`src/rtl/regbuf_pkg.sv`:
```
package regbuf_pkg;

    typedef enum logic [1:0] {
        ST_EMPTY  = 2'd0,
        ST_ACTIVE = 2'd1,
        ST_STALL  = 2'd2
    } ctl_state_t;

endpackage

```
`src/rtl/regbuf_ctl.sv`:
```
module regbuf_ctl
    import regbuf_pkg::*;
(
    input  logic clk,
    input  logic rst_n,
    input  logic gate_en,
    input  logic sel_a_n,
    input  logic sel_b_n,
    output logic adv,
    output logic hold,
    output logic par_arm
);

    ctl_state_t state_q;
    ctl_state_t state_d;
    logic       hold_w;

    assign hold_w = gate_en & sel_a_n & sel_b_n;

    always_ff @(posedge clk or negedge rst_n) begin
        if (!rst_n) begin
            state_q <= ST_EMPTY;
        end else begin
            state_q <= state_d;
        end
    end

    always_comb begin
        state_d = state_q;
        adv     = ~hold_w;
        hold    = hold_w;
        par_arm = 1'b0;
        unique case (state_q)
            ST_EMPTY: begin
                par_arm = 1'b0;
                if (!hold_w) state_d = ST_ACTIVE;
                else         state_d = ST_EMPTY;
            end
            ST_ACTIVE: begin
                par_arm = 1'b1;
                if (hold_w) state_d = ST_STALL;
                else        state_d = ST_ACTIVE;
            end
            ST_STALL: begin
                par_arm = 1'b1;
                if (hold_w) state_d = ST_STALL;
                else        state_d = ST_ACTIVE;
            end
            default: begin
                par_arm = 1'b0;
                state_d = ST_EMPTY;
            end
        endcase
    end

    AST_ARM_AFTER_ADV: assert property (@(posedge clk) disable iff (!rst_n)
        adv |=> par_arm);

    AST_EMPTY_WAITS: assert property (@(posedge clk) disable iff (!rst_n)
        (!par_arm && hold) |=> !par_arm);

endmodule

```
`src/rtl/regbuf_fanout.sv`:
```
module regbuf_fanout #(
    parameter int DATA_W = 28,
    parameter int COPIES = 2
) (
    input  logic                           clk,
    input  logic                           rst_n,
    input  logic                           adv,
    input  logic                           hold,
    input  logic [DATA_W-1:0]              d_in,
    output logic [COPIES-1:0][DATA_W-1:0]  q_bank
);

    for (genvar c = 0; c < COPIES; c++) begin : g_copy
        logic [DATA_W-1:0] bank_q;

        always_ff @(posedge clk or negedge rst_n) begin
            if (!rst_n) begin
                bank_q <= '0;
            end else if (adv) begin
                bank_q <= d_in;
            end
        end

        assign q_bank[c] = bank_q;

        AST_HOLD_KEEPS_DATA: assert property (@(posedge clk) disable iff (!rst_n)
            hold |=> $stable(bank_q));
    end

endmodule

```
`src/rtl/regbuf_parity.sv`:
```
module regbuf_parity #(
    parameter int DATA_W = 28
) (
    input  logic              clk,
    input  logic              rst_n,
    input  logic              adv,
    input  logic              hold,
    input  logic              par_arm,
    input  logic              par_in,
    input  logic [DATA_W-1:0] word,
    output logic              perr_n
);

    logic par_q;
    logic wx_q;
    logic err_n_q;
    logic word_x;

    assign word_x = ^word;

    always_ff @(posedge clk or negedge rst_n) begin
        if (!rst_n) begin
            par_q   <= 1'b0;
            wx_q    <= 1'b0;
            err_n_q <= 1'b1;
        end else if (adv) begin
            par_q   <= par_arm ? par_in : 1'b0;
            wx_q    <= word_x;
            err_n_q <= ~(par_q ^ wx_q);
        end
    end

    assign perr_n = err_n_q;

    AST_FLAG_HOLD: assert property (@(posedge clk) disable iff (!rst_n)
        hold |=> $stable(perr_n));

    AST_FIRST_PAR_IGNORED: assert property (@(posedge clk) disable iff (!rst_n)
        (adv && !par_arm) |=> !par_q);

endmodule

```
`src/rtl/regbuf_par.sv`:
```
module regbuf_par #(
    parameter int DATA_W = 28
) (
    input  logic              clk,
    input  logic              rst_n,
    input  logic [DATA_W-1:0] d_in,
    input  logic              par_in,
    input  logic              sel_a_n,
    input  logic              sel_b_n,
    input  logic              gate_en,
    output logic [DATA_W-1:0] q_a,
    output logic [DATA_W-1:0] q_b,
    output logic [1:0]        sel_q_n,
    output logic              perr_n
);

    localparam int COPIES = 2;

    logic                          adv;
    logic                          hold;
    logic                          par_arm;
    logic [COPIES-1:0][DATA_W-1:0] q_bank;
    logic [1:0]                    sel_q;

    regbuf_ctl u_ctl (
        .clk     (clk),
        .rst_n   (rst_n),
        .gate_en (gate_en),
        .sel_a_n (sel_a_n),
        .sel_b_n (sel_b_n),
        .adv     (adv),
        .hold    (hold),
        .par_arm (par_arm)
    );

    regbuf_fanout #(
        .DATA_W (DATA_W),
        .COPIES (COPIES)
    ) u_fanout (
        .clk    (clk),
        .rst_n  (rst_n),
        .adv    (adv),
        .hold   (hold),
        .d_in   (d_in),
        .q_bank (q_bank)
    );

    regbuf_parity #(
        .DATA_W (DATA_W)
    ) u_parity (
        .clk     (clk),
        .rst_n   (rst_n),
        .adv     (adv),
        .hold    (hold),
        .par_arm (par_arm),
        .par_in  (par_in),
        .word    (q_bank[0]),
        .perr_n  (perr_n)
    );

    always_ff @(posedge clk or negedge rst_n) begin
        if (!rst_n) begin
            sel_q <= 2'b00;
        end else begin
            sel_q <= {sel_b_n, sel_a_n};
        end
    end

    assign q_a     = q_bank[0];
    assign q_b     = q_bank[1];
    assign sel_q_n = sel_q;

    AST_ADV_CAPTURES: assert property (@(posedge clk) disable iff (!rst_n)
        adv |=> (q_a == $past(d_in)));

    AST_COPIES_AGREE: assert property (@(posedge clk) disable iff (!rst_n)
        (q_a == q_b));

    AST_NOGATE_CAPTURE: assert property (@(posedge clk) disable iff (!rst_n)
        !gate_en |=> (q_b == $past(d_in)));

    AST_SEL_PASSTHRU: assert property (@(posedge clk) disable iff (!rst_n)
        1'b1 |=> (sel_q_n == $past({sel_b_n, sel_a_n})));

endmodule

```
`config.mk`:
```
export PLATFORM = sky130hd
export DESIGN_NAME = regbuf_par
export DESIGN_NICKNAME = d
export VERILOG_FILES = /design/src/rtl/regbuf_pkg.sv /design/src/rtl/regbuf_ctl.sv /design/src/rtl/regbuf_fanout.sv /design/src/rtl/regbuf_parity.sv /design/src/rtl/regbuf_par.sv
export SDC_FILE = /design/constraint.sdc
export NUM_CORES = 1
export LEC_CHECK = 0
export BUFFER_PORTS_ARGS = -buffer_cell sky130_fd_sc_hd__buf_2
export CAP_MARGIN = 10
export CORE_MARGIN = 1
export CORE_UTILIZATION = 36
export DETAILED_ROUTE_END_ITERATION = 10
export PLACE_DENSITY = 0.64
export REMOVE_ABC_BUFFERS = 1
export SLEW_MARGIN = 20
export SYNTH_ARGS = -nofsm -noshare
export SYNTH_HDL_FRONTEND = slang
export SYNTH_SLANG_ARGS = --single-unit
```
`constraint.sdc`:
```
create_clock -name clk -period 1.6 [get_ports clk]
set_input_delay 0.24 -clock clk [delete_from_list [all_inputs] [get_ports clk]]
set_output_delay 0.24 -clock clk [all_outputs]
set_load 0.005 [all_outputs]
```
==> impl_results.html <==
<table>
<tr><th>Metric</th><th>Value</th></tr>
<tr><th colspan="2">Status</th></tr>
<tr><td>Result of the run</td><td>finished clean</td></tr>
<tr><th colspan="2">Detailed routing</th></tr>
<tr><td>Total number of vias</td><td>1419</td></tr>
<tr><td>Post-DR vias/cell</td><td>4.20</td></tr>
<tr><td>Length of the first detailed-routing pass in iterations</td><td>2</td></tr>
<tr><td>Number of DRC markers in iteration 0</td><td>12</td></tr>
<tr><td>Top Layer Used</td><td>met4</td></tr>
<tr><td>Residual DRC count</td><td>0</td></tr>
<tr><td>DR WL met2</td><td>~1.6 mm</td></tr>
<tr><td>Antenna-violating nets left</td><td>0</td></tr>
<tr><td>Met1 layer wirelength in the final routing</td><td>roughly 1.7 mm</td></tr>
<tr><td>Routed length on met3</td><td>209 um</td></tr>
<tr><td>Drt wl/cell</td><td>about 10 um</td></tr>
<tr><td>Final wirelength</td><td>approximately 3.5 mm</td></tr>
<tr><th colspan="2">Yosys</th></tr>
<tr><td>#FFs+latches synth</td><td>35</td></tr>
<tr><td>Number of cells produced by synthesis</td><td>approximately 200</td></tr>
<tr><td>Post-synthesis cell type with the largest combined area</td><td>dfrtp_1</td></tr>
<tr><td>Synth warn</td><td>0</td></tr>
<tr><td>Compound-gate portion of the synthesized area</td><td>0.00562</td></tr>
<tr><td>Unique masters post-synth</td><td>17</td></tr>
<tr><td>Xor/xnor cell area share of the yosys netlist</td><td>0.148</td></tr>
<tr><td>Post-Synth Simple-Gate Area</td><td>0.203</td></tr>
<tr><td>Area share of the leading cell type in the synthesized netlist</td><td>0.478</td></tr>
<tr><td>Synth top area cells</td><td>dfrtp_1 48%, nand2_1 18%, buf_4 12%</td></tr>
<tr><td>Area share of fa/ha/maj cells after synthesis</td><td>0.0141</td></tr>
<tr><td>Share of cell area taken by muxes after synthesis</td><td>0</td></tr>
<tr><td>Mean post-synth cell area</td><td>about 9.1 um^2</td></tr>
<tr><td>Synthesized area</td><td>around 1800 um^2</td></tr>
<tr><td>Fraction of the yosys area taken by sequential cells</td><td>0.493</td></tr>
<tr><td>Combinational family with the most area after synthesis</td><td>simple AND/OR/NAND/NOR gates</td></tr>
<tr><th colspan="2">Worst setup path</th></tr>
<tr><td>Crit Path Class</td><td>register to register</td></tr>
<tr><td>CP max-delay cell</td><td>dfrtp_1</td></tr>
<tr><td>CP Cell Sequence</td><td>xnor2_2 -&gt; xnor2_2 -&gt; xnor3_1 -&gt; xnor3_1 -&gt; a21oi_1</td></tr>
<tr><td>Data required time of the worst path</td><td>about 1800 ps</td></tr>
<tr><td>Worst reg2reg setup slack</td><td>around 43 ps</td></tr>
<tr><td>Depth of the worst register-to-register path</td><td>5</td></tr>
<tr><td>Kind of start point of the critical path</td><td>register</td></tr>
<tr><td>CP arrival</td><td>around 1700 ps</td></tr>
<tr><td>R2r endpoint</td><td>u_parity.wx_q</td></tr>
<tr><td>Critical R2R Launch</td><td>u_fanout.g_copy[0].bank_q[14]</td></tr>
<tr><td>Critical path capture point type</td><td>register</td></tr>
<tr><td>Highest net fanout along the worst path</td><td>4</td></tr>
<tr><td>Largest incremental delay on the critical path</td><td>~420 ps</td></tr>
<tr><th colspan="2">Final layout</th></tr>
<tr><td>Area growth from synthesis to layout</td><td>30.1%</td></tr>
<tr><td>Layout cell share with drive strength beyond 1</td><td>0.428</td></tr>
<tr><td>Post-route cell area</td><td>between 2000 and 2500 um^2</td></tr>
<tr><td>Number of fill cells in the layout</td><td>500</td></tr>
<tr><td>Storage cell area</td><td>approximately 880 um^2</td></tr>
<tr><td>Multi-input gate area</td><td>approximately 700 um^2</td></tr>
<tr><td>Share of the core filled with cells in the final layout</td><td>0.487</td></tr>
<tr><td>Layout net count</td><td>306</td></tr>
<tr><td>Diodes inserted</td><td>0</td></tr>
<tr><td>Post-route insts no fill</td><td>roughly 340</td></tr>
<tr><th colspan="2">Worst hold path</th></tr>
<tr><td>Hold path depth</td><td>1</td></tr>
<tr><td>Worst min-delay path class</td><td>primary input to register</td></tr>
<tr><td>Hold path start</td><td>sel_b_n</td></tr>
<tr><td>Hold Path Sink</td><td>sel_q_n[1]</td></tr>
<tr><th colspan="2">Pwr</th></tr>
<tr><td>Power density relative to cell area</td><td>~1100 nW/um^2</td></tr>
<tr><td>VDD IR max</td><td>0.466 mV</td></tr>
<tr><td>Pleak</td><td>between 1 and 1.5 nW</td></tr>
<tr><td>Total Power</td><td>2.49 mW</td></tr>
<tr><th colspan="2">Clocking</th></tr>
<tr><td>Root Buffer Master</td><td>clkbuf_8</td></tr>
<tr><td>CTS tree</td><td>yes</td></tr>
<tr><td>Max Root-Sink Buffers</td><td>2</td></tr>
<tr><td>Clock Pin Slew Worst Setup and Hold Paths</td><td>roughly 70 ps</td></tr>
<tr><td>Number of clock sinks</td><td>35</td></tr>
<tr><td>Clock network latency to the later pin of the worst-skew pair</td><td>about 280 ps</td></tr>
<tr><td>Total CTS buffers</td><td>5</td></tr>
<tr><td>H-tree lvl count</td><td>2</td></tr>
<tr><th colspan="2">Global route</th></tr>
<tr><td>Number of global-route vias before repair</td><td>around 1300</td></tr>
<tr><td>Global-route total usage across every layer</td><td>0.141</td></tr>
<tr><td>Pin count of the biggest net entering global routing</td><td>34</td></tr>
<tr><td>Antenna violations before repair</td><td>0</td></tr>
<tr><td>Global-route wire length before repair</td><td>approximately 5.7 mm</td></tr>
<tr><td>Total grt overflow</td><td>0</td></tr>
<tr><th colspan="2">STA</th></tr>
<tr><td>RSZ-0062 raised after global routing</td><td>true</td></tr>
<tr><td>Top achievable clock speed</td><td>~640 MHz</td></tr>
<tr><td>Hold violation count in the final report</td><td>0</td></tr>
<tr><td>Final-layout setup total negative slack</td><td>0 ps</td></tr>
<tr><td>Number of max-slew violations in the final report</td><td>0</td></tr>
<tr><td>Skew final</td><td>3.56 ps</td></tr>
<tr><td>Min Clock Period, post-route</td><td>1560 ps</td></tr>
<tr><td>Worst max-slew margin expressed relative to the limit</td><td>0.696</td></tr>
<tr><td>Min setup slack post-route</td><td>approximately 43 ps</td></tr>
<tr><td>Worst hold slack</td><td>89.0 ps</td></tr>
<tr><td>Slew at the pin with the worst max-slew slack</td><td>456 ps</td></tr>
<tr><td>Final setup violation count</td><td>0</td></tr>
<tr><td>Final Cycle Share</td><td>0.973</td></tr>
<tr><th colspan="2">Placed design</th></tr>
<tr><td>Dpl cell area</td><td>~2100 um^2</td></tr>
<tr><td>Input/output buffers</td><td>92</td></tr>
<tr><td>HPWL after DPL</td><td>approximately 2.4 mm</td></tr>
<tr><td>Final GP Congestion</td><td>about 0.63</td></tr>
<tr><td>Worst setup timing slack at the placement stage</td><td>30.1 ps</td></tr>
<tr><td>Cell count after placement</td><td>between 300 and 400</td></tr>
<tr><th colspan="2">Floorplan</th></tr>
<tr><td>Die area</td><td>approximately 5200 um^2</td></tr>
<tr><td>Placement row count</td><td>25</td></tr>
<tr><td>IO Pins</td><td>93</td></tr>
<tr><td>Chip Height</td><td>72.3 um</td></tr>
<tr><td>Die Width</td><td>72.3 um</td></tr>
<tr><td>Core area</td><td>4750 um^2</td></tr>
<tr><td>Effective utilization at floorplan</td><td>0.374</td></tr>
<tr><th colspan="2">Run</th></tr>
<tr><td>Max Cap Violations</td><td>0</td></tr>
</table>
-- cell usage after synthesis --
| cell type | instances |
|---|---|
| and2_1 | 1 |
| xnor3_1 | 2 |
| nand3_1 | 2 |
| dfstp_2 | 1 |
| dfrtp_1 | 34 |
| a21oi_1 | 2 |
| nor2_1 | 3 |
| and3_1 | 1 |
| nand2_1 | 86 |
| nor3_1 | 1 |
| xnor2_2 | 1 |
| xnor2_1 | 20 |
| inv_1 | 2 |
| clkbuf_1 | 7 |
| xor2_1 | 3 |
| buf_4 | 28 |
| ha_1 | 2 |
-- repair_timing --
action / CTS / global route
hold buffers: 1 / 0
setup buffers: 0 / 3
endpoints found under the hold margin: 17 / 0
endpoints found under the setup margin: 0 / 1
gates resized for setup: 0 / 6
-- flip-flops by register name, indices dropped and copies added, names as in the netlist --
name and cells:
u_parity.wx_q 1, u_parity.perr_n 1, u_fanout.g_copy.bank_q 28, u_parity.par_q 1
u_ctl.state_q 2, sel_q_n 2
-- metal layers --
| metal | up-vias | GRT usage |
|---|---|---|
| li1 | 712 | - |
| met1 | 643 | 0.171 |
| met2 | 60 | 0.242 |
| met3 | 4 | 0.0389 |
| met4 | 0 | 0.0458 |
| met5 | - | 0 |
-- cells in the final DEF (no fill, tap or decap) --
cell           Yosys  final
nand3_1            2      2
inv_1              2      2
dfstp_2            1      1
clkbuf_1           7      1
nor3_1             1      1
and3_1             1      1
nand2_1           86     86
xnor2_2            1      6
buf_2              0     92
and2_1             1      1
dlygate4sd3_1      0      1
buf_12             0      1
dfrtp_1           34     33
xor2_1             3      3
dfrtp_2            0      1
nor2_1             3      3
clkbuf_8           0      7
ha_1               2      2
xnor3_1            2      2
a21oi_1            2      2
xnor2_1           20     15
buf_4             28      8
-- worst max-delay path, delay by kind of cell, from the launching register on --
kind,cells,cell delay (ps)
xor gates and xnor gates,4,940
DFF,1,420
AOI/OAI and AO/OA,1,60
-- power breakdown --
group / leakage, nW / total [mW] / switching (mW) / internal [mW]
Clock: 0.0515 / 0.698 / 0.305 / 0.393
Combinational: 0.830 / 0.697 / 0.276 / 0.421
Sequential: 0.412 / 1.09 / 0.0892 / 1.00
-- final cells by class --
type | count | share of cell area
Multi-Input combinational cell | 124 | 0.301
Tap cell | 67 | 0.0362
Inverter | 2 | 0.00324
Clock buffer | 8 | 0.0432
Timing Repair Buffer | 102 | 0.238
Sequential cell | 35 | 0.379
-- worst max path at each step --
| stage | from | endpoint | slack [ps] | cells after the start |
|---|---|---|---|---|
| floorplan | u_fanout.g_copy[0].bank_q[22] | u_parity.wx_q | 60 | 5 |
| global placement | u_fanout.g_copy[0].bank_q[20] | u_parity.wx_q | 50 | 5 |
| detailed placement | u_fanout.g_copy[0].bank_q[5] | u_parity.wx_q | 30 | 5 |
| CTS | u_fanout.g_copy[0].bank_q[1] | u_parity.wx_q | 20 | 5 |
| global route | u_fanout.g_copy[0].bank_q[5] | u_parity.wx_q | -60 | 5 |
| finish | u_fanout.g_copy[0].bank_q[14] | u_parity.wx_q | 40 | 5 |
-- cell families (layout without fill, tap and decap cells) --
group,after synthesis,in the layout
xor+xnor,26,26
buf+inv,37,112
fa+ha+maj,2,2
flops,35,35
simple gates,94,94
compound gates,2,2
Note: power is estimated with default switching activity, not from simulation.
